--- config.mk ---
export PLATFORM = sky130hd
export DESIGN_NAME = cfg_rom_port
export DESIGN_NICKNAME = d
export VERILOG_FILES = /design/src/rtl/rom_port_pkg.sv /design/src/rtl/rom_addr_stage.sv /design/src/rtl/rom_array.sv /design/src/rtl/rom_out_stage.sv /design/src/rtl/cfg_rom_port.sv
export SDC_FILE = /design/constraint.sdc
export NUM_CORES = 1
export LEC_CHECK = 0
export ABC_AREA = 1
export BUFFER_PORTS_ARGS = -buffer_cell sky130_fd_sc_hd__buf_4
export CAP_MARGIN = 20
export CORE_MARGIN = 2
export CORE_UTILIZATION = 50
export DETAILED_ROUTE_END_ITERATION = 10
export PLACE_DENSITY = 0.72
export SYNTH_ARGS = -nofsm -noshare
export SYNTH_HDL_FRONTEND = slang
export SYNTH_SLANG_ARGS = --single-unit
--- constraint.sdc ---
create_clock -name clk -period 1.74 [get_ports clk]
set_clock_uncertainty 0.05 [all_clocks]
set_input_delay 0.348 -clock clk [delete_from_list [all_inputs] [get_ports clk]]
set_output_delay 0.348 -clock clk [all_outputs]
set_load 0.02 [all_outputs]
--- src/rtl/rom_port_pkg.sv ---
package rom_port_pkg;

  // Deterministic content generator, evaluated at elaboration.
  function automatic logic [31:0] rom_content(input int unsigned a);
    logic [31:0] v;
    v = (32'(a) * 32'd40503) + 32'h0000_1234;
    return v ^ (32'(a) << 5);
  endfunction

endpackage

--- src/rtl/rom_addr_stage.sv ---
module rom_addr_stage #(
  parameter int AW       = 6,
  parameter bit USE_RDEN = 1'b1
) (
  input  logic          clk,
  input  logic          clr_n,
  input  logic          in_ce,
  input  logic          addr_hold,
  input  logic          rden,
  input  logic [AW-1:0] addr,
  output logic [AW-1:0] addr_q,
  output logic [AW-1:0] look_addr,
  output logic          rd_fire,
  output logic          rd_en_q
);

  logic          rden_eff;
  logic [AW-1:0] addr_d;
  logic          rd_en_d;

  generate
    if (USE_RDEN) begin : g_rden
      assign rden_eff = rden;
    end else begin : g_no_rden
      assign rden_eff = 1'b1;
    end
  endgenerate

  // The address that the array sees during this cycle's edge.
  assign look_addr = addr_hold ? addr_q : addr;
  assign rd_fire   = in_ce & rden_eff;

  always_comb begin
    addr_d  = addr_q;
    rd_en_d = rd_en_q;
    if (in_ce) begin
      rd_en_d = rden_eff;
      if (!addr_hold) begin
        addr_d = addr;
      end
    end
  end

  always_ff @(posedge clk or negedge clr_n) begin
    if (!clr_n) begin
      addr_q  <= '0;
      rd_en_q <= 1'b0;
    end else begin
      addr_q  <= addr_d;
      rd_en_q <= rd_en_d;
    end
  end

  // a held address register does not move
  a_r3_hold_keeps_addr: assert property (@(posedge clk) disable iff (!clr_n)
    addr_hold |=> $stable(addr_q));

  // no input enable, no capture
  a_r2_in_ce_idle: assert property (@(posedge clk) disable iff (!clr_n)
    !in_ce |=> ($stable(addr_q) && $stable(rd_en_q)));

  // clear empties the stage
  always @(posedge clk) begin
    if (!clr_n) begin
      a_r5_addr_cleared: assert (addr_q == '0 && rd_en_q == 1'b0);
    end
  end

endmodule

--- src/rtl/rom_array.sv ---
module rom_array #(
  parameter int DATA_W = 16,
  parameter int DEPTH  = 64,
  parameter int AW     = 6
) (
  input  logic [AW-1:0]     rd_addr,
  output logic [DATA_W-1:0] rd_word
);
  import rom_port_pkg::*;

  logic [DATA_W-1:0] table_w [DEPTH];

  generate
    for (genvar i = 0; i < DEPTH; i++) begin : g_word
      localparam logic [31:0] FULL = rom_content(i);
      assign table_w[i] = FULL[DATA_W-1:0];
    end
  endgenerate

  assign rd_word = (int'(rd_addr) < DEPTH) ? table_w[rd_addr] : '0;

  initial begin
    a_r1_width_fits: assert (DATA_W >= 1 && DATA_W <= 32);
  end

endmodule

--- src/rtl/rom_out_stage.sv ---
module rom_out_stage #(
  parameter int DATA_W     = 16,
  parameter bit OUT_REG    = 1'b1,
  parameter bit FORCE_ZERO = 1'b1
) (
  input  logic              clk,
  input  logic              clr_n,
  input  logic              sclr,
  input  logic              out_ce,
  input  logic              rd_fire,
  input  logic              rd_en_q,
  input  logic [DATA_W-1:0] rd_word,
  output logic [DATA_W-1:0] q
);

  logic [DATA_W-1:0] data1_q;
  logic [DATA_W-1:0] data1_d;
  logic [DATA_W-1:0] stage1;

  // First data stage: written on a read, cleared by sclr only when it drives q.
  always_comb begin
    data1_d = data1_q;
    if (!OUT_REG && sclr) begin
      data1_d = '0;
    end else if (rd_fire) begin
      data1_d = rd_word;
    end
  end

  always_ff @(posedge clk or negedge clr_n) begin
    if (!clr_n) begin
      data1_q <= '0;
    end else begin
      data1_q <= data1_d;
    end
  end

  generate
    if (FORCE_ZERO) begin : g_fz
      assign stage1 = rd_en_q ? data1_q : '0;
    end else begin : g_hold
      assign stage1 = data1_q;
    end
  endgenerate

  generate
    if (OUT_REG) begin : g_oreg
      logic [DATA_W-1:0] q_r;
      logic [DATA_W-1:0] q_d;

      always_comb begin
        q_d = q_r;
        if (sclr) begin
          q_d = '0;
        end else if (out_ce) begin
          q_d = stage1;
        end
      end

      always_ff @(posedge clk or negedge clr_n) begin
        if (!clr_n) begin
          q_r <= '0;
        end else begin
          q_r <= q_d;
        end
      end

      assign q = q_r;

      // output enable low freezes q
      a_r2_out_ce_hold: assert property (@(posedge clk) disable iff (!clr_n)
        (!out_ce && !sclr) |=> $stable(q));

      if (FORCE_ZERO) begin : g_fz_chk
        // idle read gives zero at the output
        a_r7_idle_zero: assert property (@(posedge clk) disable iff (!clr_n)
          (out_ce && !sclr && !rd_en_q) |=> (q == '0));
      end
    end else begin : g_noreg
      assign q = stage1;

      if (!FORCE_ZERO) begin : g_hold_chk
        // without a read q keeps its word
        a_r8_idle_hold: assert property (@(posedge clk) disable iff (!clr_n)
          (!rd_fire && !sclr) |=> $stable(q));
      end
    end
  endgenerate

  // sclr wins over the clock enables
  a_r6_sclr_zero: assert property (@(posedge clk) disable iff (!clr_n)
    sclr |=> (q == '0));

  // clear forces q low without a clock
  always @(posedge clk) begin
    if (!clr_n) begin
      a_r5_q_cleared: assert (q == '0);
    end
  end

endmodule

--- src/rtl/cfg_rom_port.sv ---
module cfg_rom_port #(
  parameter int DATA_W     = 16,
  parameter int DEPTH      = 64,
  parameter bit OUT_REG    = 1'b1,
  parameter bit FORCE_ZERO = 1'b1,
  parameter bit USE_RDEN   = 1'b1,
  localparam int AW        = (DEPTH > 1) ? $clog2(DEPTH) : 1
) (
  input  logic              clk,
  input  logic              clr_n,
  input  logic              sclr,
  input  logic              in_ce,
  input  logic              out_ce,
  input  logic              addr_hold,
  input  logic              rden,
  input  logic [AW-1:0]     addr,
  output logic [DATA_W-1:0] q
);

  logic [AW-1:0]     addr_q;
  logic [AW-1:0]     look_addr;
  logic              rd_fire;
  logic              rd_en_q;
  logic [DATA_W-1:0] rd_word;

  rom_addr_stage #(
    .AW       (AW),
    .USE_RDEN (USE_RDEN)
  ) u_addr (
    .clk       (clk),
    .clr_n     (clr_n),
    .in_ce     (in_ce),
    .addr_hold (addr_hold),
    .rden      (rden),
    .addr      (addr),
    .addr_q    (addr_q),
    .look_addr (look_addr),
    .rd_fire   (rd_fire),
    .rd_en_q   (rd_en_q)
  );

  rom_array #(
    .DATA_W (DATA_W),
    .DEPTH  (DEPTH),
    .AW     (AW)
  ) u_array (
    .rd_addr (look_addr),
    .rd_word (rd_word)
  );

  rom_out_stage #(
    .DATA_W     (DATA_W),
    .OUT_REG    (OUT_REG),
    .FORCE_ZERO (FORCE_ZERO && USE_RDEN)
  ) u_out (
    .clk     (clk),
    .clr_n   (clr_n),
    .sclr    (sclr),
    .out_ce  (out_ce),
    .rd_fire (rd_fire),
    .rd_en_q (rd_en_q),
    .rd_word (rd_word),
    .q       (q)
  );

  // a held address drives the array lookup
  a_r3_lookup_kept: assert property (@(posedge clk) disable iff (!clr_n)
    addr_hold |-> (look_addr == addr_q));

  // sclr does not reach the address register
  a_r6_sclr_keeps_addr: assert property (@(posedge clk) disable iff (!clr_n)
    (sclr && !in_ce) |=> $stable(addr_q));

endmodule

# == Word level (Yosys, flattened, before mapping) ==
# Memory sizes are Yosys's and may differ from the RTL's. A register that Yosys moved wholly into a read port is not among the register bits.
# Index checks and enable logic that the tools add are counted.
# word_totals
ff_bits,23
latch_bits,0
ramBits,0
romBits,1024
output_inout_bits,16
wordCells,12
n_memories,1
# memory_table
name,depth,width,read_ports,rd_ports_with_merged_regs,wr,line,text
(no name shown),64,16,1,1,0,rom_array.sv:20,assign rd_word = (int'(rd_addr) < DEPTH) ? table_w[rd_addr] : '0;
# op_classes
n_addsub,0
mul,0
div_mod_pow,0
magnitude_cmp,0
n_eq_ne,0
shifts,0
mux,4
bitwise_logic,2
reduce_logical,2
# op_table
cell,count
16-bit two-way mux,3
6-bit NOT with 7-bit output,1
6-bit two-way mux,1
2-bit nonzero test,1
1-bit AND,1
1-bit logical NOT,1

# == Depth between registers and ports, before layout ==
# Gate-level depths: netlist (run 1).
# logic_depth
ltp_word,3
depth_mapped,13

# == Hierarchy ==
# From an unflattened synthesis (run 1), not the netlist that was laid out.
# unflattened
hier_cells,436
hier_area_um2,2871.5
# by_module_without_submodules
mod,instances,cells_each,area_each_um2,seq_area_each_um2
rom_out_stage,1,139,1322.5,800.8
rom_array,1,235,1138.6,0.0
rom_addr_stage,1,62,410.4,175.2

# == Worst setup path after synthesis (run 1) ==
# Ideal clock, no wire load.
# synth_timing
kind,input-to-reg
startpoint,input port addr_hold
endpoint,register u_out.data1_q[7]
setup_ns,0.117
arrival_time_ns,1.686
required_ns,1.573
setup_slack_ns,-0.112
cell_stages,12
path_cell_list,buf_6 -> nand2_1 -> nand2_2 -> ha_1 -> inv_1 -> nand3_1 -> nand3_1 -> nand3_1 -> nand3_1 -> nand2_1 -> nand2_1 -> nand2_1
# synth_via
elab_chain_cells,2
# synth_lines
element,line,text
from (decl),cfg_rom_port.sv:14,"input logic addr_hold,"
6-bit two-way mux,-,
6-bit NOT with 7-bit output (not written as such),rom_array.sv:20,
to (decl),rom_out_stage.sv:16,logic [DATA_W-1:0] data1_q;
# No other way between the ends.
# A chain may end at the register's enable or synchronous reset.

# == Worst setup path in the final report (run 1) ==
# layout_timing
startpoint,register u_addr.addr_q[1]
endpoint,register u_out.data1_q[5]
# layout_via
elab_chain_cells,2
# layout_lines
element,line,text
from (decl),rom_addr_stage.sv:11,"output logic [AW-1:0] addr_q,"
from (signal assigned),rom_addr_stage.sv:49,addr_q <= addr_d;
6-bit two-way mux,-,
net look_addr[1],cfg_rom_port.sv:21,logic [AW-1:0] look_addr;
6-bit NOT with 7-bit output (not written as such),rom_array.sv:20,
# The timed path passes the listed nets, and every way through them passes these cells.

==> impl_results.md, run 1 <==
- Status: finished, final reports clean
- Num ports: 29
- Dpl cell area: 0.00338 mm2
- Fin. Hold Viols: 0
- Initial antenna violation count: 0
- Post-Syn Area: 0.00280 mm2
- CP max stage delay: 410 ps
- Sequential fraction of the synthesis area: 0.349
- Critical path required time: 1870 ps
- Slew @ Worst Pin: 498 ps
- DR vias: 2,976
- CP arrival: 1810 ps
- Vias in the first global route: 2,807
- Antenna diodes: 0
- Cell area after layout: 0.00377 mm2
- Post-route ant nets: 0
- Most common cell after layout, fill and taps aside: nand2_1
- Routed WL: 7.99 mm
- H-tree levels: 2
- CP top delay family: simple AND/OR/NAND/NOR gates
- PD cells: 836 mW/mm2
- Worst Path Buf+Inv: 2
- Most frequent CP cell: nand2_1
- DRC violation count after routing: 0
- Setup ws final: 61.7 ps
- CTS max path bufs: 2
- Most frequent cells in the layout: nand2_1 (108), buf_4 (80), nand3_1 (76), dfrtp_1 (39), inv_1 (33)
- Post-Syn Nets: 429
- Largest net degree at the start of global routing: 40
- Maximum fanout along the worst path: 5
- Hpwl dp: 5.77 mm
- First-pass GRT wire length: 13.3 mm
- Unrepaired setup endpoints after global routing: yes
- Non-Filler Instances: 551
- Final nets: 500
- #FFs+latches synth: 39
- Core footprint: 0.00544 mm2
- CP max stage cell: dfrtp_1
- CTS sink cnt: 39
- Clock latency on the worst-skew pair: 290 ps
- Detailed Route Iter0 Violations: 202
- Clock-pin slew on the worst setup and hold paths: 80 ps
- Critical path startpoint category: flop
- Final setup fails: 0
- Area of the multi-input gates: 0.00175 mm2
- Min-delay src: in_ce
- Crit share post-route: 0.965
- Hold Crit Class: input port to flop
- Area Overhead vs Synth: 34.7%
- Worst vdd ir: 431 uV
- Gate Count Post-Synth: 407
- Post-placement setup slack: -253 ps
- Row Count: 27
- Max_cap viols: 0
- Port Buf Inserts: 28
- DP Cell Count: 537
- Worst path cell trace: nand2_1, nand2_2, buf_4, ha_4, inv_2, nand3_1, nand3_1, nand3_1, nand3_2, nand2_1, nand2_1, nand2_1
- Peak Freq: 596 MHz
- Syn avg cell area: 6.87 um2
- # fillers: 454
- Overall Global Routing Usage: 0.268
- GRT overflow: 0
- Setup CP Type: flop to flop
- CTS Root Buffer Type: clkbuf_8
- CP Capture Type: flop
- Initial core utilization: 0.514
- Share of cells above drive strength 1: 0.336
- Rel. slew slack: 0.666
- Die area: 0.00621 mm2
- Minimum clock period: 1680 ps
- Vias per Instance: 5.40
- Die width: 78.8 um
- Yosys warns: 0
- TritonCTS Buffers: 5
- Leak: 0.00189 uW
- Wire per inst: 14.5 um
- Clock tree from TritonCTS: built
- Gpl congestion: 1.00
- Register Area: 976 um2
- DRT Pass-1 Iters: 5
- Die Y: 78.8 um
- CP startpoint: u_addr.addr_q[1]
- Slew Viols, Final: 0
- Yosys cell types: 27
- Worst r2r src: u_addr.addr_q[1]
what timing repair did:
action / 4_1_cts / 5_1_grt
buffers inserted: 0 / 5
gates resized for setup: 4 / 49
hold endpoints to repair: 39 / 0
hold buffers: 1 / 0
setup endpoints to repair: 3 / 14
pin swaps: 1 / 19
gates cloned: 0 / 0
area by class of cell:
type / count / share of cell area
clock buffer: 6 / 0.0219
clock inverter: 2 / 0.00930
sequential: 39 / 0.259
timing repair buffer: 84 / 0.178
tap: 72 / 0.0239
inverter: 41 / 0.0422
multi-input combinational: 307 / 0.466
path summary, 6_finish.rpt:
kind	end	slack, ps	depth (start not counted)
max	u_out.data1_q[5]	60	12
min	u_addr.rd_en_q	210	2
max reg2reg	u_out.data1_q[5]	60	12
min reg2reg	u_out.data1_q[5]	430	2
max in group asynchronous	u_out.q[8]	780	2
min in group asynchronous	u_out.data1_q[0]	510	2
sequential cells by signal, indices dropped and copies added (netlist names):
signal,flops
u_addr.addr_q,6
u_addr.rd_en_q,1
u_out.data1_q,16
u_out.q,16
through the flow:
step / power (uW) / setup TNS, ps / hold WS (ps) / utilization
3_3_place_gp: 2210 / -1150 / 296 / 0.622
6_report: 3150 / 0 / 209 / 0.693
5_1_grt: 3350 / -306 / 212 / 0.693
4_1_cts: 3010 / 0 / 207 / 0.650
2_1_floorplan: 1810 / 0 / 2.41 / -
3_5_place_dp: 2210 / -1730 / 300 / 0.622
logic make-up after synthesis:
kind of cell    after synthesis  share of synthesized area
fa+ha+maj                     9                     0.0403
compound gates               53                      0.104
flops                        39                      0.349
buf+inv                      61                      0.108
simple gates                245                      0.399
routing by layer:
metal | vias up | share of wire | global-route usage | wire [um]
li1 | 1473 | - | - | -
met1 | 1359 | 0.44 | 0.362 | 3520
met2 | 129 | 0.48 | 0.442 | 3810
met3 | 15 | 0.062 | 0.0341 | 493
met4 | 0 | 0.020 | 0.0930 | 162
met5 | - | 0 | 0 | 0
power breakdown:
| part | internal [uW] | leakage, uW | switching [uW] |
|---|---|---|---|
| sequential | 1020 | 0.000497 | 68.3 |
| combinational | 520 | 0.00133 | 746 |
| clock | 464 | 0.0000612 | 328 |
| total | 2010 | 0.00189 | 1140 |
cell usage after synthesis:
library cell  count  share of area
a21oi_1          13          0.023
a21oi_2           3         0.0094
a31oi_1           2         0.0045
buf_1             1         0.0013
buf_2             4         0.0072
buf_4             3         0.0081
buf_6             3          0.012
buf_8             3          0.016
clkbuf_1          6         0.0081
clkinv_1          1         0.0013
dfrtp_1          39           0.35
ha_1              9          0.040
inv_1            37          0.050
inv_2             3         0.0040
nand2_1         122           0.16
nand2_2          13          0.029
nand2_4           5          0.020
nand3_1          92           0.16
nand4_1           1         0.0022
nor2_1            9          0.012
nor2_2            1         0.0022
o211ai_1          2         0.0054
o21ai_0          27          0.048
o21ai_1           4         0.0072
o21ai_2           2         0.0063
or2_1             1         0.0022
or2_2             1         0.0022
Note: power is estimated with default switching activity, not from simulation.
==> inputs of run 2 (changes only) <==
--- a/config.mk
+++ b/config.mk
@@ -11,7 +11,7 @@
 export CORE_MARGIN = 2
 export CORE_UTILIZATION = 50
 export DETAILED_ROUTE_END_ITERATION = 10
-export PLACE_DENSITY = 0.72
+export PLACE_DENSITY = 0.8
 export SYNTH_ARGS = -nofsm -noshare
 export SYNTH_HDL_FRONTEND = slang
 export SYNTH_SLANG_ARGS = --single-unit
==> run 2 against run 1 <==
Sequential share of layout area grew 0.45 points. First-iteration DRC count increased by 30%. Sequential power about the same. Critical path depth fell by 1. Maximum frequency down 4.3%. Non-clock buffer count grew 2. Global-route usage is 0.28 points higher. The flow now finishes with violations (negative setup slack). Total power up 3.4%. Via count increased by 1.3%. Die area stayed put.
==> impl_results.md, run 2 (synthesized netlist as in run 1, its figures left out) <==
- Critical path startpoint category: flop
- Clock latency on the worst-skew pair: 310 ps
- Row Count: 27
- Worst vdd ir: 447 uV
- Detailed Route Iter0 Violations: 262
- Setup ws final: -13.9 ps
- Hold Crit Class: input port to flop
- R2R cell count: 11
- Port Buf Inserts: 28
- Slew @ Worst Pin: 489 ps
- Slew Viols, Final: 0
- Fin. Hold Viols: 0
- Maximum fanout along the worst path: 4
- Core footprint: 0.00544 mm2
- DR vias: 3,016
- Share of cells above drive strength 1: 0.301
- Die Y: 78.8 um
- Gpl congestion: 0.945
- Worst Hold Endpoint: u_addr.rd_en_q
- Most frequent cells in the layout: nand2_1 (114), nand3_1 (85), buf_4 (79), dfrtp_1 (39), inv_1 (35)
- GRT overflow: 0
- Status: complete, but fails checks
- Die area: 0.00621 mm2
- Minimum clock period: 1750 ps
- Initial antenna violation count: 0
- PD cells: 879 mW/mm2
- Worst R2R Setup Slack: -10 ps
- CTS Root Buffer Type: clkbuf_8
- Peak Freq: 570 MHz
- Max_cap viols: 0
- Vias per Instance: 5.45
- Largest net degree at the start of global routing: 40
- Vias in the first global route: 2,829
- CP arrival: 1890 ps
- Leak: 0.00188 uW
- Post-placement setup slack: -142 ps
- Cell area after layout: 0.00370 mm2
- Wire per inst: 14.6 um
- Area Overhead vs Synth: 32.4%
- Pwr Total: 3260 uW
- CTS sink cnt: 39
- Routed WL: 8.09 mm
- Post-route ant nets: 0
- Crit share post-route: 1.01
- Initial core utilization: 0.514
- TritonCTS Buffers: 5
- DRT Pass-1 Iters: 5
- Failing checks: negative setup slack
- Min-delay src: in_ce
- DRC violation count after routing: 0
- Num ports: 29
- Dpl cell area: 0.00341 mm2
- Final setup fails: 1
- Setup CP Type: flop to flop
- Most common cell after layout, fill and taps aside: nand2_1
- Hpwl dp: 5.83 mm
- Unrepaired setup endpoints after global routing: yes
- Reg2Reg Capture Point: u_out.data1_q[7]
- Fin util: 0.681
- Critical path required time: 1880 ps
- CP Capture Type: flop
- Clock-pin slew on the worst setup and hold paths: 90 ps
- Overall Global Routing Usage: 0.270
- First-pass GRT wire length: 13.4 mm
- Antenna diodes: 0
- Worst Hold Depth: 2
- Clock tree from TritonCTS: built
- Die width: 78.8 um
- H-tree levels: 2
- CTS max path bufs: 2
- Worst r2r src: u_addr.addr_q[0]
- Rel. slew slack: 0.674
- Final nets: 502
[run 2: cell count changes in the layout (fill, tap and decap cells not counted), moves of 2 or more]
cell / previous run / this run
nand3_1: 76 / 85
nand3_2: 13 / 5
nand2_1: 108 / 114
nand2_2: 23 / 17
buf_6: 0 / 3
ha_2: 0 / 3
ha_4: 5 / 2
inv_1: 33 / 35
inv_2: 6 / 4
[run 2: how the worst max path moves through the flow]
stage | from | endpoint | cells after the start | slack (ps)
finish | u_addr.addr_q[0] | u_out.data1_q[7] | 11 | -10
global placement | addr_hold | u_out.data1_q[6] | 13 | -140
CTS | u_addr.addr_q[1] | u_out.data1_q[5] | 12 | 10
global route | u_addr.addr_q[1] | u_out.data1_q[7] | 11 | -100
floorplan | addr_hold | u_out.data1_q[7] | 12 | 40
detailed placement | addr_hold | u_out.data1_q[5] | 13 | -140
[run 2: layout make-up]
cell class | count | area, um2
Fill cell | 468 | 1740
Multi-Input combinational cell | 307 | 1650
Sequential cell | 39 | 976
Timing Repair Buffer | 86 | 697
Inverter | 41 | 156
Tap cell | 72 | 90.1
Clock buffer | 6 | 72.6
Clock inverter | 2 | 60.1
[run 2: power breakdown]
part / internal [uW] / switching (uW) / total, uW
Combinational: 519 / 726 / 1240
Clock: 574 / 346 / 920
Sequential: 1020 / 67.6 / 1090
Total: 2120 / 1140 / 3260
[run 2: critical path, cell delays in order (launching register included)]
cell and delay (ps):
dfrtp_1 380, inv_1 50, nand2_1 70, nand2_2 90
ha_4 310, nand3_1 170, nand3_1 140, nand3_1 100
nand3_1 110, nand2_1 60, nand2_1 60, nand2_1 60
[run 2: layer usage]
| metal | track usage | wire [um] | vias to the layer above |
|---|---|---|---|
| li1 | - | - | 1479 |
| met1 | 0.368 | 3500 | 1390 |
| met5 | 0 | 0 | - |
| met4 | 0.0860 | 194 | 0 |
| met3 | 0.0364 | 554 | 21 |
| met2 | 0.446 | 3840 | 126 |
[run 2: stage by stage]
step                      instances  hold WS, ps  setup TNS, ps
after floorplan                 407         2.41              0
after global placement          540          290           -862
after detailed placement        540          292          -1230
after CTS                       549          192              0
after global routing            553          217           -616
final                           553          188          -13.9
[run 2: what timing repair did]
item,4_1_cts,5_1_grt
hold buffers,1,0
buffers inserted,0,4
hold endpoints to repair,39,0
endpoints found under the setup margin,4,12
pin swaps,0,15
resized for setup,3,29
